--- config.mk ---
export PLATFORM = sky130hd
export DESIGN_NAME = sw_fwd_stage
export DESIGN_NICKNAME = d
export VERILOG_FILES = /design/src/rtl/sw_fwd_pkg.sv /design/src/rtl/flit_buf.sv /design/src/rtl/credit_ctr.sv /design/src/rtl/fwd_ctrl.sv /design/src/rtl/sw_fwd_stage.sv
export SDC_FILE = /design/constraint.sdc
export NUM_CORES = 1
export LEC_CHECK = 0
export ABC_AREA = 1
export CAP_MARGIN = 25
export CORE_ASPECT_RATIO = 0.5
export CORE_MARGIN = 3
export CORE_UTILIZATION = 35
export CTS_CLUSTER_DIAMETER = 100
export CTS_CLUSTER_SIZE = 20
export DETAILED_ROUTE_END_ITERATION = 12
export SLEW_MARGIN = 5
export SYNTH_ARGS = -nofsm -noshare
export SYNTH_HDL_FRONTEND = slang
export SYNTH_HIERARCHICAL = 1
export SYNTH_SLANG_ARGS = --single-unit
export TNS_END_PERCENT = 100
--- constraint.sdc ---
create_clock -name clk -period 8.4 [get_ports clk]
set_input_delay 0.84 -clock clk [delete_from_list [all_inputs] [get_ports clk]]
set_output_delay 0.84 -clock clk [all_outputs]
set_load 0.01 [all_outputs]
--- src/rtl/sw_fwd_pkg.sv ---
package sw_fwd_pkg;

    typedef enum logic [1:0] {
        FT_HEAD   = 2'b00,
        FT_BODY   = 2'b01,
        FT_TAIL   = 2'b10,
        FT_SINGLE = 2'b11
    } flit_kind_e;

    typedef enum logic [1:0] {
        SW_SAF  = 2'b00,
        SW_VCT  = 2'b01,
        SW_WH   = 2'b10,
        SW_WH_B = 2'b11
    } sw_mode_e;

    typedef enum logic {
        ST_IDLE = 1'b0,
        ST_BODY = 1'b1
    } fwd_state_e;

endpackage

--- src/rtl/flit_buf.sv ---
module flit_buf #(
    parameter int WIDTH = 18,
    parameter int DEPTH = 4,
    parameter int CW    = $clog2(DEPTH + 1)
) (
    input  logic             clk,
    input  logic             rst_n,
    input  logic             push,
    input  logic [WIDTH-1:0] push_data,
    input  logic             pop,
    output logic [WIDTH-1:0] front,
    output logic [CW-1:0]    count,
    output logic             full,
    output logic             empty
);
    localparam int PW = (DEPTH > 1) ? $clog2(DEPTH) : 1;
    localparam logic [PW-1:0] LAST = PW'(DEPTH - 1);

    logic [WIDTH-1:0] mem [DEPTH];
    logic [PW-1:0]    wr_ptr, rd_ptr;
    logic             push_ok, pop_ok;

    assign full    = (count == CW'(DEPTH));
    assign empty   = (count == '0);
    assign push_ok = push && !full;
    assign pop_ok  = pop && !empty;
    assign front   = mem[rd_ptr];

    always_ff @(posedge clk) begin
        if (push_ok) begin
            mem[wr_ptr] <= push_data;
        end
    end

    always_ff @(posedge clk or negedge rst_n) begin
        if (!rst_n) begin
            wr_ptr <= '0;
            rd_ptr <= '0;
            count  <= '0;
        end else begin
            if (push_ok) begin
                wr_ptr <= (wr_ptr == LAST) ? '0 : wr_ptr + 1'b1;
            end
            if (pop_ok) begin
                rd_ptr <= (rd_ptr == LAST) ? '0 : rd_ptr + 1'b1;
            end
            unique case ({push_ok, pop_ok})
                2'b10:   count <= count + 1'b1;
                2'b01:   count <= count - 1'b1;
                default: count <= count;
            endcase
        end
    end
endmodule

--- src/rtl/credit_ctr.sv ---
module credit_ctr #(
    parameter int DEPTH = 4,
    parameter int CW    = $clog2(DEPTH + 1)
) (
    input  logic          clk,
    input  logic          rst_n,
    input  logic          take,
    input  logic          give,
    output logic [CW-1:0] level
);
    localparam logic [CW-1:0] TOP = CW'(DEPTH);

    always_ff @(posedge clk or negedge rst_n) begin
        if (!rst_n) begin
            level <= TOP;
        end else begin
            unique case ({take, give})
                2'b10:   level <= (level != '0) ? level - 1'b1 : level;
                2'b01:   level <= (level != TOP) ? level + 1'b1 : level;
                default: level <= level;
            endcase
        end
    end
endmodule

--- src/rtl/fwd_ctrl.sv ---
module fwd_ctrl
    import sw_fwd_pkg::*;
#(
    parameter int LEN_W     = 4,
    parameter int BUF_DEPTH = 4,
    parameter int BCW       = 3,
    parameter int CCW       = 3
) (
    input  logic             clk,
    input  logic             rst_n,
    input  logic [1:0]       mode_i,
    input  logic             fifo_empty,
    input  logic [1:0]       front_kind,
    input  logic [LEN_W-1:0] front_len,
    input  logic [BCW-1:0]   buf_count,
    input  logic [CCW-1:0]   credits,
    input  logic             out_ready,
    output logic             permit,
    output logic             send,
    output logic             in_body,
    output logic             err_o
);
    fwd_state_e st_q, st_d;
    logic [31:0] need, have_loc, have_crd;
    logic        oversize, head_ok;
    flit_kind_e  kind;

    assign kind     = flit_kind_e'(front_kind);
    assign need     = (kind == FT_HEAD) ? 32'(front_len) : 32'd1;
    assign have_loc = 32'(buf_count);
    assign have_crd = 32'(credits);
    assign oversize = (sw_mode_e'(mode_i) == SW_SAF) && (kind == FT_HEAD)
                      && (need > 32'(BUF_DEPTH));

    // Admission rule for a packet head, chosen by the sampled mode.
    always_comb begin
        unique case (sw_mode_e'(mode_i))
            SW_SAF:  head_ok = oversize ? (have_crd != 0)
                                        : ((have_loc >= need) && (have_crd >= need));
            SW_VCT:  head_ok = (have_crd >= need);
            default: head_ok = (have_crd != 0);
        endcase
    end

    // State register.
    always_ff @(posedge clk or negedge rst_n) begin
        if (!rst_n) begin
            st_q <= ST_IDLE;
        end else begin
            st_q <= st_d;
        end
    end

    // Outputs and next state.
    always_comb begin
        permit = 1'b0;
        st_d   = st_q;
        unique case (st_q)
            ST_IDLE: begin
                permit = !fifo_empty && head_ok;
                if (permit && out_ready && kind == FT_HEAD) begin
                    st_d = ST_BODY;
                end
            end
            ST_BODY: begin
                permit = !fifo_empty && (have_crd != 0);
                if (permit && out_ready && kind == FT_TAIL) begin
                    st_d = ST_IDLE;
                end
            end
        endcase
    end

    assign send    = permit && out_ready;
    assign in_body = (st_q == ST_BODY);

    always_ff @(posedge clk or negedge rst_n) begin
        if (!rst_n) begin
            err_o <= 1'b0;
        end else if (st_q == ST_IDLE && !fifo_empty && oversize) begin
            err_o <= 1'b1;
        end
    end
endmodule

--- src/rtl/sw_fwd_stage.sv ---
module sw_fwd_stage #(
    parameter int DATA_W    = 16,
    parameter int LEN_W     = 4,
    parameter int BUF_DEPTH = 4,
    parameter int DN_DEPTH  = 4
) (
    input  logic              clk,
    input  logic              rst_n,
    input  logic [1:0]        mode_i,
    input  logic              in_valid,
    output logic              in_ready,
    input  logic [1:0]        in_kind,
    input  logic [DATA_W-1:0] in_data,
    output logic              out_valid,
    input  logic              out_ready,
    output logic [1:0]        out_kind,
    output logic [DATA_W-1:0] out_data,
    input  logic              credit_ret,
    output logic              err_oversize
);
    localparam int WORD_W = DATA_W + 2;
    localparam int BCW    = $clog2(BUF_DEPTH + 1);
    localparam int CCW    = $clog2(DN_DEPTH + 1);

    logic [WORD_W-1:0] front;
    logic [BCW-1:0]    buf_count;
    logic [CCW-1:0]    crd_level;
    logic              buf_full, buf_empty, send, in_body;

    assign in_ready = !buf_full;
    assign out_kind = front[WORD_W-1 -: 2];
    assign out_data = front[DATA_W-1:0];

    flit_buf #(.WIDTH(WORD_W), .DEPTH(BUF_DEPTH), .CW(BCW)) u_buf (
        .clk       (clk),
        .rst_n     (rst_n),
        .push      (in_valid),
        .push_data ({in_kind, in_data}),
        .pop       (send),
        .front     (front),
        .count     (buf_count),
        .full      (buf_full),
        .empty     (buf_empty)
    );

    credit_ctr #(.DEPTH(DN_DEPTH), .CW(CCW)) u_crd (
        .clk   (clk),
        .rst_n (rst_n),
        .take  (send),
        .give  (credit_ret),
        .level (crd_level)
    );

    fwd_ctrl #(.LEN_W(LEN_W), .BUF_DEPTH(BUF_DEPTH), .BCW(BCW), .CCW(CCW)) u_ctrl (
        .clk        (clk),
        .rst_n      (rst_n),
        .mode_i     (mode_i),
        .fifo_empty (buf_empty),
        .front_kind (front[WORD_W-1 -: 2]),
        .front_len  (front[LEN_W-1:0]),
        .buf_count  (buf_count),
        .credits    (crd_level),
        .out_ready  (out_ready),
        .permit     (out_valid),
        .send       (send),
        .in_body    (in_body),
        .err_o      (err_oversize)
    );
endmodule

==> impl_metrics.csv, run 1 <==
group,metric,value,unit
cts,cts_root_buf,"clkbuf_16",
floorplan,row_count,26,
final_layout,drive_gt1_share,10.5,%
pwr,vdd_drop_max,0.127,mV
synth,synth_seq_area_share,61.4,%
sta,drv_slew,0,
critical_path,r2r_cells,28,
critical_path,worst-endpoint-arrival,3550,ps
sta,setup_viol,0,
synth,synth-xor-area-share,0.655,%
critical_path,worst-path-max-fanout,44,
sta,final.period_utilization,52.3,%
run,drv_cap,0,
cts,cts_hold_buffers,0,
pwr,power.switching,0.000650,W
pwr,p_int,0.00113,W
floorplan,start_util,37.6,%
pwr,p_comb_share,42.8,%
cts,clock_latency,330,ps
detailed_routing,postRouteWirelength,7430,um
final_layout,nets,465,
cts,cts_buffers,9,
synth,syn_area_per_cell,10.8,um2
pwr,total_power,0.00178,W
placement,port_buffers,45,
detailed_routing,drtAntennaViolNets,0,
floorplan,core_area,10700,um2
status,status,"completed",
pwr,pwr_density_cell,360,nW/um2
final_layout,n_antenna_cell,0,
cts,clkTransAtPathRegs,60,ps
final_layout,fillCellCount,987,
floorplan,die_w,157,um
critical_path,critPathCaptureType,"primary output",
sta,tns,0,ps
global_route,grt_max_degree,45,
synth,synth_top_area_share,53.9,%
synth,synth_seq_cells,84,
pwr,pwr-share-seq,35.6,%
final_layout,final_common_cell,"nand2_1",
pwr,switching_share,36.6,%
critical_path,critical_path_class,"flop to primary output",
critical_path,r2r-start,"u_buf/rd_ptr[0]",
synth,ys_types,27,
synth,syn_area,4010,um2
min_path,min_path_type,"flop to flop",
sta,max_freq,228,MHz
critical_path,startpoint,"u_buf/rd_ptr[0]",
sta,fin_worst_skew,4.40,ps
pwr,p_leak,2.07,nW
cts,cts_buffer_depth,2,
floorplan,die_y,81.7,um
placement,place_congestion,0.808,
floorplan,die_area,12900,um2
detailed_routing,viasPerCell,4.52,
cts,cts_max_level,3,
detailed_routing,firstDrtPassIters,5,
critical_path,rr_endpoint,"u_buf/count[2]",
sta,worst_hold_slack,505,ps
synth,synthTopCellsByArea,"edfxtp_1 54%, nand2_1 10%, dfrtp_1 6.9%",
final_layout,area_growth,22.8,%
sta,fin_crit,4390,ps
cts,clock_sinks,84,
floorplan,io_pins,46,
synth,netlist_instances,372,
detailed_routing,drt_iter0_drc,149,
sta,hold_viol_final,0,
global_route,grt_pass1_vias,2427,
synth,synth_fa_ha_area_share,5.49,%
cts,cts_tree,"yes",
critical_path,r2r_setup_slack,4350,ps
detailed_routing,wl_per_cell,13.1,um
synth,synth_mux_area_share,0,%
synth,yosys.area.top_type,"edfxtp_1",
synth,synth_compound_area_share,8.58,%
placement,placed_area,4600,um2
synth,yosysWarnings,6,
critical_path,critPathCapture,"out_valid",
final_layout,layout_common_cells,"109 x nand2_1, 72 x inv_1, 72 x edfxtp_1",
synth,synth_nets,414,
synth,synthSimpleGateAreaFrac,14.2,%
sta,rsz0062_at_grt,"no",
sta,maxSlewHeadroom,49.9,%
global_route,grt_remaining_overflow,0,
global_route,grt_use_total,12.3,%
pwr,p_clk_share,21.6,%
final_layout,design_area,4920,um2
critical_path,critPathRequiredTime,7560,ps
cts,post-cts-setup-buffers,0,
final_layout,postLayoutCoreUtil,46.2,%
detailed_routing,drc_errors,0,
global_route,antenna_found_initial,0,
critical_path,critPathLaunchType,"flop",
cts,cts_resized,0,
placement,post-dp-hpwl,5000,um
detailed_routing,dr_total_vias,2569,
synth,synth_top_family_by_area,"simple AND/OR/NAND/NOR gates",
global_route,grt_pass1_wl,12000,um
final_layout,register_area,2460,um2
sta,tightest_slew,752,ps
final_layout,multi_input_area,1170,um2
==> final cells by class <==
class,count,area share [%]
timing repair buffer,51,10.9
inverter,76,5.79
multi-input combinational,201,23.7
clock inverter,6,1.30
sequential,84,50.1
clock buffer,10,4.65
tap,140,3.56
==> per-layer routing <==
metal / global-route usage (%) / wire (um) / part of all wire [%]
met5: 0 / 0 / 0
met4: 4.24 / 93 / 1.3
met3: 3.95 / 381 / 5.1
met2: 20.5 / 3530 / 48
met1: 15.4 / 3420 / 46
==> worst min-delay path by stage <==
stage / startpoint / to / cells after the start
global placement: u_buf/count[0] / u_buf/count[0] / 1
finish: u_buf/count[0] / u_buf/count[0] / 1
detailed placement: u_buf/count[0] / u_buf/count[0] / 1
global route: u_buf/count[0] / u_buf/count[0] / 1
floorplan: u_buf/count[0] / u_buf/count[0] / 1
CTS: u_buf/count[0] / u_buf/count[0] / 1
==> power by group through the flow <==
stage / combinational [W] / sequential [W] / clock, W
after floorplan: 0.000528 / 0.000606 / 0
after detailed placement: 0.000760 / 0.000643 / 0
after CTS: 0.000765 / 0.000636 / 0.000393
after global routing: 0.000867 / 0.000646 / 0.000409
final: 0.000759 / 0.000633 / 0.000383
after global placement: 0.000714 / 0.000658 / 0
==> synthesized netlist by cell type <==
cell type / count
dfrtp_1: 11
buf_2: 2
nand2_1: 109
nand3_1: 8
inv_1: 72
nor2_1: 10
buf_6: 7
nand3_2: 1
o21ai_2: 1
o211ai_1: 33
ha_1: 16
o21ai_0: 2
xnor2_1: 3
nand4_1: 2
nor3_4: 1
fa_1: 1
a31o_2: 1
buf_4: 2
edfxtp_1: 72
nand2_2: 4
inv_2: 4
o211ai_2: 4
a21oi_2: 1
dfstp_2: 1
a21oi_1: 2
nor2_4: 1
or2_2: 1
==> kinds of logic after synthesis <==
family,count (synthesis)
AO/OA/AOI/OAI,44
XOR/XNOR,3
adder cells (fa/ha/maj),17
buffers and inverters,87
flip-flops,84
AND/OR/NAND/NOR,137
==> registers in the layout (all words and copies together), names as in the netlist <==
signal          flops
u_crd/level         3
u_ctrl/in_body      1
u_ctrl/err_o        1
u_buf/wr_ptr        2
u_buf/rd_ptr        2
u_buf/count         3
u_buf/mem          72
==> stage by stage <==
step           instances  setup WS [ps]
4_1_cts              566           3960
3_3_place_gp         548           4090
3_5_place_dp         550           4330
6_report             568           4010
2_1_floorplan        372           4830
5_1_grt              568           3600
==> critical path: stages, from the launching register on <==
cell and delay [ps]:
dfrtp_2 850, nand2_1 120, o211ai_1 110, nand2_1 140, nor2_4 200, inv_2 70, or2_2 290, ha_1 280
inv_1 30, nand2_1 40, nand2_1 40, nand2_1 50, nand2_1 40, nand2_1 50, nand2_1 40, nand2_1 50
nand2_1 40, nand2_1 70, nand2_2 70, nand2_1 80, clkdlybuf4s50_1 530
No activity file was read; power rests on OpenSTA's default activity.
==> inputs of run 2 (changes only) <==
Clock period 8.4 ns to 3.8 ns, I/O delays scaled along.
==> run 2 against run 1 <==
  * Utilization up 0.88 points
  * Critical path depth is 7 higher
  * Routed wire length grew 2.5%
  * Combinational power increased by 140%
  * Clock power increased by 140%
  * Critical path type is now flop to flop
  * Largest cell class unchanged
==> impl_metrics.csv, run 2 (synthesis results as in run 1) <==
group,metric,value,unit
final_layout,largest_register,"u_buf/mem",
critical_path,crit_family,"simple AND/OR/NAND/NOR gates",
cts,cts_root_buf,"clkbuf_16",
final_layout,design_area,5020,um2
detailed_routing,drtAntennaViolNets,0,
critical_path,crit_top_cell,"nand2_1",
detailed_routing,dr_total_vias,2595,
sta,tightest_slew,610,ps
final_layout,fillCellCount,972,
detailed_routing,drc_errors,0,
final_layout,postLayoutCoreUtil,47.0,%
cts,cts_tree,"yes",
floorplan,die_w,157,um
sta,drv_slew,0,
sta,max_freq,282,MHz
floorplan,core_area,10700,um2
sta,final.period_utilization,93.3,%
pwr,pwr-share-seq,32.7,%
sta,hold_viol_final,0,
cts,clock_sinks,84,
final_layout,final_common_cell,"nand2_1",
placement,port_buffers,45,
global_route,grt_remaining_overflow,0,
critical_path,worst-path-max-fanout,6,
critical_path,worst-endpoint-arrival,3770,ps
pwr,switching_share,36.4,%
final_layout,largest_reg_flops,72,
sta,fin_crit,3550,ps
placement,place_congestion,0.809,
status,status,"completed",
cts,cts_max_level,3,
floorplan,start_util,37.6,%
floorplan,io_pins,46,
final_layout,n_antenna_cell,0,
floorplan,row_count,26,
cts,clock_latency,330,ps
placement,placed_area,4610,um2
pwr,pwr_density_cell,821,nW/um2
detailed_routing,wl_per_cell,13.2,um
pwr,power.switching,0.00150,W
placement,place_inst,555,
sta,fin_worst_skew,3.83,ps
global_route,antenna_found_initial,0,
detailed_routing,viasPerCell,4.50,
placement,pre_cts_ws,170,ps
cts,cts_buffers,9,
detailed_routing,firstDrtPassIters,4,
critical_path,max_stage_delay,450,ps
cts,clkTransAtPathRegs,60,ps
pwr,p_leak,2.12,nW
final_layout,nets,474,
global_route,grt_pass1_wl,12000,um
critical_path,crit_slowest_cell,"dfrtp_2",
critical_path,critical_path_class,"flop to flop",
sta,setup_viol,0,
min_path,min_path_type,"input port to async pin",
pwr,p_comb_share,44.5,%
cts,cts_buffer_depth,2,
pwr,vdd_drop_max,0.289,mV
detailed_routing,drt_iter0_drc,152,
pwr,p_clk_share,22.8,%
run,drv_cap,0,
global_route,grt_pass1_vias,2437,
sta,setup_ws,254,ps
floorplan,die_area,12900,um2
final_layout,area_growth,25.1,%
placement,post-dp-hpwl,4840,um
pwr,p_int,0.00262,W
critical_path,critPathLaunchType,"flop",
global_route,grt_max_degree,38,
sta,maxSlewHeadroom,59.2,%
final_layout,layout_common_cells,"104 x nand2_1, 72 x edfxtp_1, 71 x inv_1",
critical_path,critPathRequiredTime,4030,ps
critical_path,critPathCaptureType,"flop",
final_layout,reg.largest.list,"u_buf/mem x72, u_buf/count x3, u_crd/level x3",
floorplan,die_y,81.7,um
global_route,grt_use_total,12.3,%
final_layout,fin_cells,577,
detailed_routing,postRouteWirelength,7610,um
final_layout,drive_gt1_share,14.9,%
critical_path,cp.buffers_inverters,5,
==> run 2: cell count changes in the layout (fill, tap and decap cells not counted), moves of 2 or more <==
cell     before  now
buf_6         0    2
nand2_1     109  104
buf_8         3    0
nand2_2       4    9
ha_2          0    2
ha_1         16   14
buf_4         2   13
==> run 2: cell type report <==
type                    count  area [um2]  area share [%]
clock inverters             7        98.8            1.97
multi-input cells         201        1200            23.9
repair buffers             60         571            11.4
flip-flops and latches     84        2460            49.1
well taps                 140         175            3.49
clock buffers               9         225            4.49
inverters                  76         285            5.68
==> run 2: metal layers <==
layer | wire length, um | vias to the layer above | GRT usage (%)
li1 | - | 1344 | -
met1 | 3710 | 1220 | 15.2
met2 | 3640 | 26 | 21.1
met3 | 191 | 5 | 3.79
met4 | 78 | 0 | 3.90
met5 | 0 | - | 0
==> run 2: path summary, 6_finish.rpt <==
kind                                    to             from  depth (start not counted)  slack (ps)
min                        u_buf/wr_ptr[0]            rst_n                          1         430
max reg2reg                 u_buf/count[2]  u_buf/rd_ptr[0]                         27         250
min reg2reg                   u_ctrl/err_o     u_ctrl/err_o                          1         490
max                         u_buf/count[2]  u_buf/rd_ptr[0]                         27         250
max in group asynchronous  u_buf/rd_ptr[0]            rst_n                          1        2940
min in group clk              u_ctrl/err_o     u_ctrl/err_o                          1         490
==> run 2: metrics by stage <==
step	setup TNS (ps)	hold slack, ps	total power (W)
after floorplan	0	84.4	0.00251
after global placement	0	479	0.00309
after detailed placement	0	473	0.00310
after CTS	0	450	0.00407
after global routing	-148	476	0.00445
final	0	431	0.00412
==> run 2: timing repair <==
item                                    CTS  global route
gates resized for setup                   0            15
hold buffers                              0             0
buffers inserted                          0             6
endpoints found under the setup margin    0             5
==> run 2: worst reg2reg max path, stage by stage, from the launching register on <==
cell,delay (ps)
dfrtp_2,450
buf_4,150
buf_4,130
o211ai_1,220
nand2_2,120
or2_4,270
ha_1,270
inv_1,30
nand2_1,50
nand2_1,40
nand2_1,50
nand2_1,40
nand2_1,50
nand2_1,50
nand2_1,60
nand2_1,40
nand2_1,70
nand2_2,90
a21oi_4,230
nand2_2,90
inv_1,60
ha_2,170
inv_2,60
fa_2,380
nand2_2,90
nand3_1,80
nand2_1,60
nand2_1,40
==> run 2: power groups by stage <==
stage,Sequential (W),Clock (W),Combinational (W)
CTS,0.00136,0.000961,0.00175
finish,0.00135,0.000938,0.00183
global route,0.00137,0.00101,0.00207
floorplan,0.00134,0,0.00117
detailed placement,0.00138,0,0.00173
global placement,0.00137,0,0.00172
==> inputs of run 3 (changes only) <==
Settings changed: SKIP_CTS_REPAIR_TIMING from default to 1, TNS_END_PERCENT 100 to 30.
==> results of run 3 <==
Final layout, timing and power as in run 2 (identical DEF).
